**src/rtl/pit_pkg.sv**
```systemverilog
package pit_pkg;
  localparam int CNT_W = 16;

  typedef enum logic [1:0] {
    ACC_NONE = 2'b00,
    ACC_LO   = 2'b01,
    ACC_HI   = 2'b10,
    ACC_LOHI = 2'b11
  } acc_e;

  localparam logic [2:0] MODE_TC   = 3'b000;
  localparam logic [2:0] MODE_RATE = 3'b010;

  typedef struct packed {
    logic [2:0] mode;
    logic       bcd;
  } chcfg_t;

  // 0 stands for the full 2^CNT_W period
  function automatic logic [CNT_W:0] start_count(input logic [CNT_W-1:0] v);
    start_count = (v == '0) ? {1'b1, {CNT_W{1'b0}}} : {1'b0, v};
  endfunction

  function automatic logic [CNT_W-1:0] put_byte(input logic [CNT_W-1:0] old,
                                                input logic [7:0] b, input logic hi);
    put_byte = hi ? {b, old[7:0]} : {old[CNT_W-1:8], b};
  endfunction

  function automatic logic [7:0] get_byte(input logic [CNT_W-1:0] v, input logic hi);
    get_byte = hi ? v[CNT_W-1:8] : v[7:0];
  endfunction

  function automatic logic cfg_runs(input chcfg_t c);
    cfg_runs = !c.bcd && (c.mode == MODE_TC || c.mode == MODE_RATE);
  endfunction

  function automatic logic ctrl_bad(input logic [7:0] b);
    ctrl_bad = b[0] || !(b[3:1] == MODE_TC || b[3:1] == MODE_RATE) || (b[5:4] == 2'b00);
  endfunction
endpackage

```
**src/rtl/pit_bus_decode.sv**
```systemverilog
module pit_bus_decode
  import pit_pkg::*;
#(
  parameter int ADDR_W = 4,
  parameter int N_CH   = 3
) (
  input  logic                        clk,
  input  logic                        rst_n,
  input  logic                        bus_sel,
  input  logic                        bus_we,
  input  logic [ADDR_W-1:0]           bus_addr,
  input  logic [7:0]                  bus_wdata,
  input  logic [N_CH-1:0][CNT_W-1:0]  reload_vals,
  output logic [7:0]                  bus_rdata,
  output logic [N_CH-1:0]             cfg_we,
  output logic [N_CH-1:0]             wr_lo,
  output logic [N_CH-1:0]             wr_hi,
  output logic [N_CH-1:0]             load_done,
  output logic                        err
);
  localparam int CH_W = (N_CH > 1) ? $clog2(N_CH) : 1;

  logic [7:0] ctrl_q;
  logic       hi_ptr_q;
  logic       err_q;

  logic            is_ctrl, is_data, is_unmapped;
  acc_e            acc_type;
  logic            type_bad, byte_hi, data_ok, err_set;
  logic [CH_W-1:0] ch_idx, ctrl_tgt;

  assign is_ctrl     = bus_sel && (bus_addr == ADDR_W'(N_CH));
  assign is_data     = bus_sel && (bus_addr <  ADDR_W'(N_CH));
  assign is_unmapped = bus_sel && (bus_addr >  ADDR_W'(N_CH));
  assign acc_type    = acc_e'(ctrl_q[5:4]);
  assign type_bad    = (acc_type == ACC_NONE);
  assign byte_hi     = (acc_type == ACC_HI) || (acc_type == ACC_LOHI && hi_ptr_q);
  assign data_ok     = is_data && !type_bad;
  assign ch_idx      = bus_addr[CH_W-1:0];
  assign ctrl_tgt    = (int'(bus_wdata[7:6]) < N_CH) ? CH_W'(bus_wdata[7:6]) : '0;
  assign err_set     = is_unmapped || (is_data && type_bad) ||
                       (is_ctrl && bus_we && ctrl_bad(bus_wdata));

  for (genvar i = 0; i < N_CH; i++) begin : g_strobe
    logic hit;
    assign hit          = data_ok && bus_we && (ch_idx == CH_W'(i));
    assign cfg_we[i]    = is_ctrl && bus_we && (ctrl_tgt == CH_W'(i));
    assign wr_lo[i]     = hit && !byte_hi;
    assign wr_hi[i]     = hit && byte_hi;
    assign load_done[i] = hit && (acc_type != ACC_LOHI || hi_ptr_q);
  end

  always_comb begin
    bus_rdata = '0;
    if (bus_sel && !bus_we) begin
      if (is_ctrl)      bus_rdata = ctrl_q;
      else if (data_ok) bus_rdata = get_byte(reload_vals[ch_idx], byte_hi);
    end
  end

  always_ff @(posedge clk or negedge rst_n) begin
    if (!rst_n) begin
      ctrl_q   <= '0;
      hi_ptr_q <= 1'b0;
      err_q    <= 1'b0;
    end else begin
      if (is_ctrl && bus_we) begin
        ctrl_q   <= bus_wdata;
        hi_ptr_q <= 1'b0;
      end else if (data_ok && acc_type == ACC_LOHI) begin
        hi_ptr_q <= 1'b1;
      end
      if (err_set) err_q <= 1'b1;
    end
  end

  assign err = err_q;


  err_sticky_chk: assert property (@(posedge clk) disable iff (!rst_n) !$fell(err_q));

  lohi_ptr_chk: assert property (@(posedge clk) disable iff (!rst_n)
    $rose(hi_ptr_q) |-> $past(acc_type == ACC_LOHI));

  cfg_onehot_chk: assert property (@(posedge clk) disable iff (!rst_n) $onehot0(cfg_we));
endmodule

```
**src/rtl/pit_channel.sv**
```systemverilog
module pit_channel
  import pit_pkg::*;
#(
  parameter bit RAISES_IRQ = 1'b0
) (
  input  logic             clk,
  input  logic             rst_n,
  input  logic             tick_en,
  input  logic             cfg_we,
  input  chcfg_t           cfg_in,
  input  logic             wr_lo,
  input  logic             wr_hi,
  input  logic             load_done,
  input  logic [7:0]       wdata,
  output logic [CNT_W-1:0] reload_val,
  output logic             term
);
  chcfg_t           cfg_q;
  logic [CNT_W-1:0] reload_q, reload_nxt;
  logic [CNT_W:0]   cnt_q;
  logic             armed_q;

  logic runs, at_one, step, is_tc;

  assign runs   = armed_q && cfg_runs(cfg_q);
  assign at_one = (cnt_q == (CNT_W+1)'(1));
  assign step   = tick_en && runs;
  assign is_tc  = (cfg_q.mode == MODE_TC);
  assign term   = RAISES_IRQ ? (step && at_one && is_tc) : 1'b0;

  always_comb begin
    reload_nxt = reload_q;
    if (wr_lo)      reload_nxt = put_byte(reload_q, wdata, 1'b0);
    else if (wr_hi) reload_nxt = put_byte(reload_q, wdata, 1'b1);
  end

  always_ff @(posedge clk or negedge rst_n) begin
    if (!rst_n) begin
      cfg_q    <= '{mode: MODE_RATE, bcd: 1'b0};
      reload_q <= '0;
      cnt_q    <= '0;
      armed_q  <= 1'b0;
    end else begin
      reload_q <= reload_nxt;
      if (cfg_we) begin
        cfg_q   <= cfg_in;
        armed_q <= 1'b0;
      end else if (load_done) begin
        cnt_q   <= start_count(reload_nxt);
        armed_q <= 1'b1;
      end else if (step) begin
        if (at_one) begin
          if (is_tc) begin
            cnt_q   <= '0;
            armed_q <= 1'b0;
          end else begin
            cnt_q <= start_count(reload_q);
          end
        end else begin
          cnt_q <= cnt_q - 1'b1;
        end
      end
    end
  end

  assign reload_val = reload_q;


  rate_nonzero_chk: assert property (@(posedge clk) disable iff (!rst_n)
    (armed_q && cfg_q.mode == MODE_RATE) |-> (cnt_q != '0));

  load_arm_chk: assert property (@(posedge clk) disable iff (!rst_n)
    (load_done && !cfg_we) |=> (armed_q && cnt_q != '0));

  term_stop_chk: assert property (@(posedge clk) disable iff (!rst_n)
    (term && !load_done && !cfg_we) |=> !armed_q);

  bad_cfg_idle_chk: assert property (@(posedge clk) disable iff (!rst_n)
    (!cfg_runs(cfg_q) && !load_done && !cfg_we) |=> $stable(cnt_q));
endmodule

```
**src/rtl/pit_irq.sv**
```systemverilog
module pit_irq (
  input  logic clk,
  input  logic rst_n,
  input  logic bus_sel,
  input  logic term_any,
  output logic irq
);
  logic irq_q;

  always_ff @(posedge clk or negedge rst_n) begin
    if (!rst_n)        irq_q <= 1'b0;
    else if (term_any) irq_q <= 1'b1;
    else if (bus_sel)  irq_q <= 1'b0;
  end

  assign irq = irq_q;


  ack_clear_chk: assert property (@(posedge clk) disable iff (!rst_n)
    (bus_sel && !term_any) |=> !irq_q);

  irq_source_chk: assert property (@(posedge clk) disable iff (!rst_n)
    $rose(irq_q) |-> $past(term_any));
endmodule

```
**src/rtl/pit_timer.sv**
```systemverilog
module pit_timer
  import pit_pkg::*;
#(
  parameter int ADDR_W = 4,
  parameter int N_CH   = 3,
  parameter int IRQ_CH = 0
) (
  input  logic              clk,
  input  logic              rst_n,
  input  logic              tick_en,
  input  logic              bus_sel,
  input  logic              bus_we,
  input  logic [ADDR_W-1:0] bus_addr,
  input  logic [7:0]        bus_wdata,
  output logic [7:0]        bus_rdata,
  output logic              irq,
  output logic              err
);
  logic [N_CH-1:0][CNT_W-1:0] reload_vals;
  logic [N_CH-1:0]            cfg_we, wr_lo, wr_hi, load_done, term_vec;
  chcfg_t                     cfg_in;

  assign cfg_in = '{mode: bus_wdata[3:1], bcd: bus_wdata[0]};

  pit_bus_decode #(.ADDR_W(ADDR_W), .N_CH(N_CH)) u_dec (
    .clk(clk), .rst_n(rst_n), .bus_sel(bus_sel), .bus_we(bus_we),
    .bus_addr(bus_addr), .bus_wdata(bus_wdata), .reload_vals(reload_vals),
    .bus_rdata(bus_rdata), .cfg_we(cfg_we), .wr_lo(wr_lo), .wr_hi(wr_hi),
    .load_done(load_done), .err(err)
  );

  for (genvar i = 0; i < N_CH; i++) begin : g_ch
    pit_channel #(.RAISES_IRQ(i == IRQ_CH)) u_ch (
      .clk(clk), .rst_n(rst_n), .tick_en(tick_en), .cfg_we(cfg_we[i]),
      .cfg_in(cfg_in), .wr_lo(wr_lo[i]), .wr_hi(wr_hi[i]),
      .load_done(load_done[i]), .wdata(bus_wdata),
      .reload_val(reload_vals[i]), .term(term_vec[i])
    );
  end

  pit_irq u_irq (
    .clk(clk), .rst_n(rst_n), .bus_sel(bus_sel), .term_any(|term_vec), .irq(irq)
  );
endmodule

```
**config.mk**
```make
export PLATFORM = sky130hd
export DESIGN_NAME = pit_timer
export DESIGN_NICKNAME = d
export VERILOG_FILES = /design/src/rtl/pit_pkg.sv /design/src/rtl/pit_bus_decode.sv /design/src/rtl/pit_channel.sv /design/src/rtl/pit_irq.sv /design/src/rtl/pit_timer.sv
export SDC_FILE = /design/constraint.sdc
export NUM_CORES = 1
export LEC_CHECK = 0
export BUFFER_PORTS_ARGS = -buffer_cell sky130_fd_sc_hd__buf_2
export CAP_MARGIN = 15
export CORE_MARGIN = 2
export CORE_UTILIZATION = 45
export CTS_BUF_LIST = sky130_fd_sc_hd__clkbuf_16
export CTS_CLUSTER_SIZE = 40
export DETAILED_ROUTE_END_ITERATION = 16
export SLEW_MARGIN = 20
export SYNTH_ARGS = -nofsm -noshare
export SYNTH_HDL_FRONTEND = slang
export SYNTH_HIERARCHICAL = 1
export SYNTH_SLANG_ARGS = --single-unit
export TNS_END_PERCENT = 20
```
**constraint.sdc**
```tcl
create_clock -name clk -period 2.4 [get_ports clk]
set_clock_uncertainty 0.2 [all_clocks]
set_input_delay 0.12 -clock clk [delete_from_list [all_inputs] [get_ports clk]]
set_output_delay 0.12 -clock clk [all_outputs]
set_load 0.02 [all_outputs]
```
Word-level counts from Yosys, hierarchy flattened
Index checks and enable logic that the tools add are counted.

Register bits: 81. Input bits: 17. Logic and storage cells: 114.

$add $sub $neg: 1. Order comparisons: 4. Equality and inequality tests: 9. Mux-type cells: 26. Bitwise logic cells: 3. Reductions and logical operators: 58.

Operators with widths (count): two-way mux 17 bit (6); two-way mux 16 bit (3); two-way mux 8 bit (6); binary-select mux 16 bit (select 2 bit) (1); zero test 16 bit (2); logical AND 1 bit (27); == test 17 x 1 -> 1 bit, second input constant (1); subtractor 17 x 1 -> 17 bit, second input constant (1); two-way mux 1 bit (9); nonzero test 3 bit (3); zero test 2 bit (4); logical OR 1 bit (8); == test 2 bit, second input constant (3); == test 3 x 2 -> 1 bit, second input constant (2); zero test 3 bit (2); AND reduction 2 bit (3); nonzero test 2 bit (3); zero test 1 bit (5); == test 4 x 2 -> 1 bit, second input constant (1); greater-than comparator 4 x 2 -> 1 bit, second input constant (1); less-than comparator 4 x 2 -> 1 bit, second input constant (1); less-than comparator 2 x 3 -> 1 bit, second input constant (1); inverter 1 bit (3); AND reduction 3 bit (1); 4 further kinds (4).

Depth between registers and ports, before layout
Depth after elaboration: 11. Depth in mapped cells: 11. Gate-level depth less buffers: 8.

Cells and area by module
The synthesis kept the hierarchy.

By module, submodules not included: pit_channel (g_ch[0].u_ch) (instances 1, cells an instance 247, area an instance 2453.6 sq um, sequential area each 952.2 sq um); pit_channel (g_ch[1].u_ch ...) (instances 2, cells an instance 37, area an instance 645.6 sq um, sequential area each 400.4 sq um); pit_bus_decode (instances 1, cells an instance 137, area an instance 1114.8 sq um, sequential area each 250.2 sq um); pit_irq (instances 1, cells an instance 3, area an instance 36.3 sq um, sequential area each 25.0 sq um); pit_timer (instances 1, cells an instance 1, area an instance 6.3 sq um, sequential area each 0.0 sq um).

Worst setup path before layout
Ideal clock, no wire load.

Kind: flip-flop to flip-flop. Start point: register u_dec.hi_ptr_q. End point: register g_ch[0].u_ch.cnt_q[16]. Setup time: 0.121 ns. Arrival: 2.343 ns. Data required time: 2.079 ns. Path slack: -0.263 ns. Stages on the path, launching flop included: 11. Path buffers: 2. Period minus slack after synthesis: 2.663 ns. Path through: dfrtp_1 > and2b_4 > nor2_4 > nor4_1 > nor2b_1 > buf_2 > a32oi_1 > o211a_1 > clkbuf_1 > o31ai_1 > a22o_1.

Longest elaborated chain between the ends: 8. Elaborated cells on any way between the ends: 14. Classes of those cells: 4 x mux; 10 x reduce/logical.

RTL lines: start: declaration (RTL line pit_bus_decode.sv:24) `logic hi_ptr_q;`; start signal: assignment (RTL line pit_bus_decode.sv:64) `hi_ptr_q <= 1'b0;`; start signal: assignment (RTL line pit_bus_decode.sv:69) `hi_ptr_q <= 1'b0;`; start signal: assignment (RTL line pit_bus_decode.sv:71) `hi_ptr_q <= 1'b1;`; logical AND 1 bit (RTL line pit_bus_decode.sv:37) `assign byte_hi = (acc_type == ACC_HI) || (acc_type == ACC_LOHI && hi_ptr_q);`; logical OR 1 bit (RTL line pit_bus_decode.sv:37); zero test 1 bit (RTL line pit_bus_decode.sv:48) `assign wr_lo[i] = hit && !byte_hi;`; logical AND 1 bit (RTL line pit_bus_decode.sv:48); net wr_lo[0] (RTL line pit_timer.sv:20) `logic [N_CH-1:0] cfg_we, wr_lo, wr_hi, load_done, term_vec;`; two-way mux 16 bit (RTL line pit_channel.sv:33) `if (wr_lo) reload_nxt = put_byte(reload_q, wdata, 1'b0);`; zero test 16 bit (RTL line pit_pkg.sv:21) `start_count = (v == '0) ? {1'b1, {CNT_W{1'b0}}} : {1'b0, v};`; two-way mux 17 bit (RTL line pit_pkg.sv:21); two-way mux 17 bit (RTL line pit_channel.sv:48) `end else if (load_done) begin`; end signal: assignment (RTL line pit_channel.sv:49) `cnt_q <= start_count(reload_nxt);`; end signal: assignment (RTL line pit_channel.sv:57) `cnt_q <= start_count(reload_q);`; end signal: assignment (RTL line pit_channel.sv:60) `cnt_q <= cnt_q - 1'b1;`; end: declaration (RTL line pit_channel.sv:20) `logic [CNT_W:0] cnt_q;`.

The timed path passes the listed nets, and every way through them passes these cells. A chain may end at the register's enable or synchronous reset.

Worst setup path in the final report
Start point: register u_dec.ctrl_q[5]. End point: register g_ch[0].u_ch.cnt_q[1].

Elaborated cells on any way between the ends: 22. Classes of those cells: 3 x eq/ne; 4 x mux; 15 x reduce/logical.

RTL lines: start: declaration (RTL line pit_bus_decode.sv:23) `logic [7:0] ctrl_q;`; start signal: assignment (RTL line pit_bus_decode.sv:68) `ctrl_q <= bus_wdata;`; zero test 2 bit (RTL line pit_bus_decode.sv:36) `assign type_bad = (acc_type == ACC_NONE);`; zero test 1 bit (RTL line pit_bus_decode.sv:38) `assign data_ok = is_data && !type_bad;`; logical AND 1 bit (RTL line pit_bus_decode.sv:38); logical AND 1 bit (2 in series) (RTL line pit_bus_decode.sv:46) `assign hit = data_ok && bus_we && (ch_idx == CH_W'(i));`; logical AND 1 bit (*) (RTL line pit_bus_decode.sv:48); net wr_lo[0] (RTL line pit_timer.sv:20); two-way mux 16 bit (*) (RTL line pit_channel.sv:33); zero test 16 bit (RTL line pit_pkg.sv:21); two-way mux 17 bit (*) (RTL line pit_pkg.sv:21); two-way mux 17 bit (*) (RTL line pit_channel.sv:48).

The timed path passes the listed nets; every way through them passes the cells marked *.

==> impl_results.md <==
* Hold Vio Cnt, Final at 0
* CTS Buffer Depth at 2
* Final worst-path cycle share at 99.47%
* IO buf count at 26
* Post-Syn Area per Cell at 10.65 um2
* Kind of cell adding the most delay to the critical path: compound AO/OA/AOI/OAI gates
* Sequential power share at 37.7%
* Die Height at 108.0 um
* Antenna cells at 0
* Worst hold path startpoint: bus_wdata[7]
* Pin count of the biggest net entering global routing at 46
* Area growth syn-to-layout at 25.71%
* Worst r2r path cells at 10
* Initial antenna violation count at 0
* Clock Latency Late Sink at 0.35 ns
* Comb pwr share at 37.5%
* Antenna viol nets, final at 0
* Setup crit start kind: flop
* Crit path DAT at 2.41 ns
* MaxCap Viol Count at 0
* Syn Nets at 477
* Initial DRC Count at 296
* CP Buf/Inv Count at 3
* Nets at 571
* First-pass GRT wire length at 22.43 mm
* Final min period at 2.387 ns
* Switch share at 35.76%
* Tot GR Track Use at 25.49%
* Die W at 108.0 um
* Internal at 3.461 mW
* Dpl hpwl at 10.32 mm
* Post-route insts no fill at 691
* Sw Pwr at 1.926 mW
* CTS Sinks at 81
* Hold Slack at 0.03238 ns
* Slowest-stage cell, CP: dfrtp_2
* Wire length per cell at 20.32 um
* Post-DP Area at 5602 um2
* HP Class: input port to flop
* Power Dens Cells at 880.7 nW/um2
* Clock-pin slew on the worst setup and hold paths at 0.06 ns
* Vias at 4124
* R2r setup slk at 0.01 ns
* Status: complete, no violations
* H-tree level count at 3
* Ports at 27
* Leakage at 2.749 nW
* Critical R2R Capture: g_ch[0].u_ch/cnt_q[1]
* Num CTS Buffers at 9
* Worst VDD drop at 571.7 uV
* Hold Path Stages at 3
* Die area at 11660 um2
* Pins Over Slew Limit at 0
* Critical R2R Launch: u_dec/ctrl_q[5]
* Critical path's most frequent cell: buf_4
* Routability cong. at 0.9471
* Max_slew headroom at 58.14%
* Critical path class: flop to flop
* Least-Margin Pin Slew at 0.6280 ns
* Hold Crit Endpoint: g_ch[2].u_ch/reload_val[15]
* Unrepaired setup endpoints after global routing: yes
* Core Footprint at 10420 um2
* Worst Path Max Fanout at 9
* Post-synthesis cell count at 457
* Post-placement cell count at 661
* Ratio of cells with drive above 1 in the final layout at 38.02%
* Clk root buf: clkbuf_16
* CTS tree: yes
* YS warnings at 6
* Initial core utilization at 46.71%
* Via-per-instance ratio at 5.968
* Number of global-route vias before repair at 4032
* FP Rows at 37
* Finished Cell Area at 6117 um2
* Clock share of power at 24.8%
* Worst path cell trace: nor2_2 > buf_4 > nor4_4 > buf_4 > nand2b_1 > o22ai_2 > a21oi_4 > buf_6 > o211a_1 > a221o_1
* CP endpoint kind: flop
* DRC at 0
* Post-Route WL at 14.04 mm
* Mapped Area at 4866 um2
* Fill cell count at 898
* CP peak stage delay at 0.42 ns
* Total grt overflow at 0
* Setup violators final at 0
* Max Clk Rate at 418.9 MHz
* Worst EP required at 2.42 ns
* Drt first pass iters at 5
per-layer routing:
metal	global-route usage (%)	part of all wire, %
met1	34.69	45
met5	0	0
met2	40.88	48
met3	6.028	5.4
met4	7.143	1.9
worst max path at each step:
stage,cells past startpoint,slack (ns),from,endpoint
finish,10,0.01,u_dec/ctrl_q[5],g_ch[0].u_ch/cnt_q[1]
global route,6,-0.08,g_ch[0].u_ch/reload_val[8],g_ch[0].u_ch/cnt_q[0]
CTS,6,-0.03,u_dec/ctrl_q[4],bus_rdata[6]
detailed placement,9,-0.18,bus_addr[3],g_ch[0].u_ch/cnt_q[9]
global placement,12,-0.15,bus_addr[3],g_ch[0].u_ch/cnt_q[8]
floorplan,11,0.02,u_dec/ctrl_q[4],g_ch[0].u_ch/cnt_q[16]
power groups by stage:
stage	logic [mW]	clock network, mW	registers (mW)
after detailed placement	1.90	0	2.04
after global routing	2.18	1.44	2.08
after floorplan	1.28	0	1.97
final	2.02	1.34	2.03
after global placement	1.88	0	2.04
after CTS	1.94	1.37	2.03
state kept, by name (all words and copies together) (netlist names):
signal,flops
u_irq/irq,1
u_dec/ctrl_q,8
g_ch.u_ch/cfg_q,4
g_ch.u_ch/reload_val,48
u_dec/hi_ptr_q,1
g_ch.u_ch/cnt_q,17
g_ch.u_ch/armed_q,1
u_dec/err,1
cell usage in the layout, fill, tap and decap left out, types with 4 or more instances in the layout:
cell	n
mux4_2	4
mux2_2	42
mux2_4	12
buf_4	69
dfrtp_1	79
o21ai_0	20
a221o_1	8
o31ai_1	4
nor3_1	7
nand3_1	12
nor2_1	16
clkbuf_16	9
nor4_4	4
o211ai_1	12
or3_1	5
a21oi_1	14
buf_2	24
xnor2_1	5
inv_1	14
a31oi_1	8
nor4_1	11
buf_6	6
dlygate4sd3_1	10
nand4_1	16
nand2_1	34
or4_1	4
xor2_1	7
final cells by class:
class	count	area, um2	area share (%)
Multi-Input combinational cell	333	2721	44.49
Clock buffer	9	225.2	3.682
Tap cell	136	170.2	2.782
Timing Repair Buffer	112	865.8	14.15
Clock inverter	6	52.55	0.8591
Sequential cell	81	2029	33.18
Inverter	14	52.55	0.8591
tightest hold or removal path, stage by stage:
cell	delay (ns)
buf_2	0.09
buf_4	0.18
mux2_4	0.16
timing repair:
item | CTS | global route
setup buffers | 0 | 5
resized for setup | 8 | 20
endpoints found under the setup margin | 17 | 22
hold endpoints to repair | 59 | 0
pin swaps | 1 | 6
hold buffers | 10 | 0
per-stage QoR:
stage / setup TNS (ns) / util, % / total power [mW] / setup WS [ns]
finish: 0 / 58.73 / 5.387 / 0.01277
global route: -0.3959 / 58.73 / 5.697 / -0.07723
CTS: -0.04484 / 57.62 / 5.333 / -0.02996
detailed placement: -2.220 / 53.78 / 3.946 / -0.1756
global placement: -1.742 / 53.78 / 3.920 / -0.1549
floorplan: 0 / - / 3.252 / 0.01807
Power figures use the tool's default switching activity.
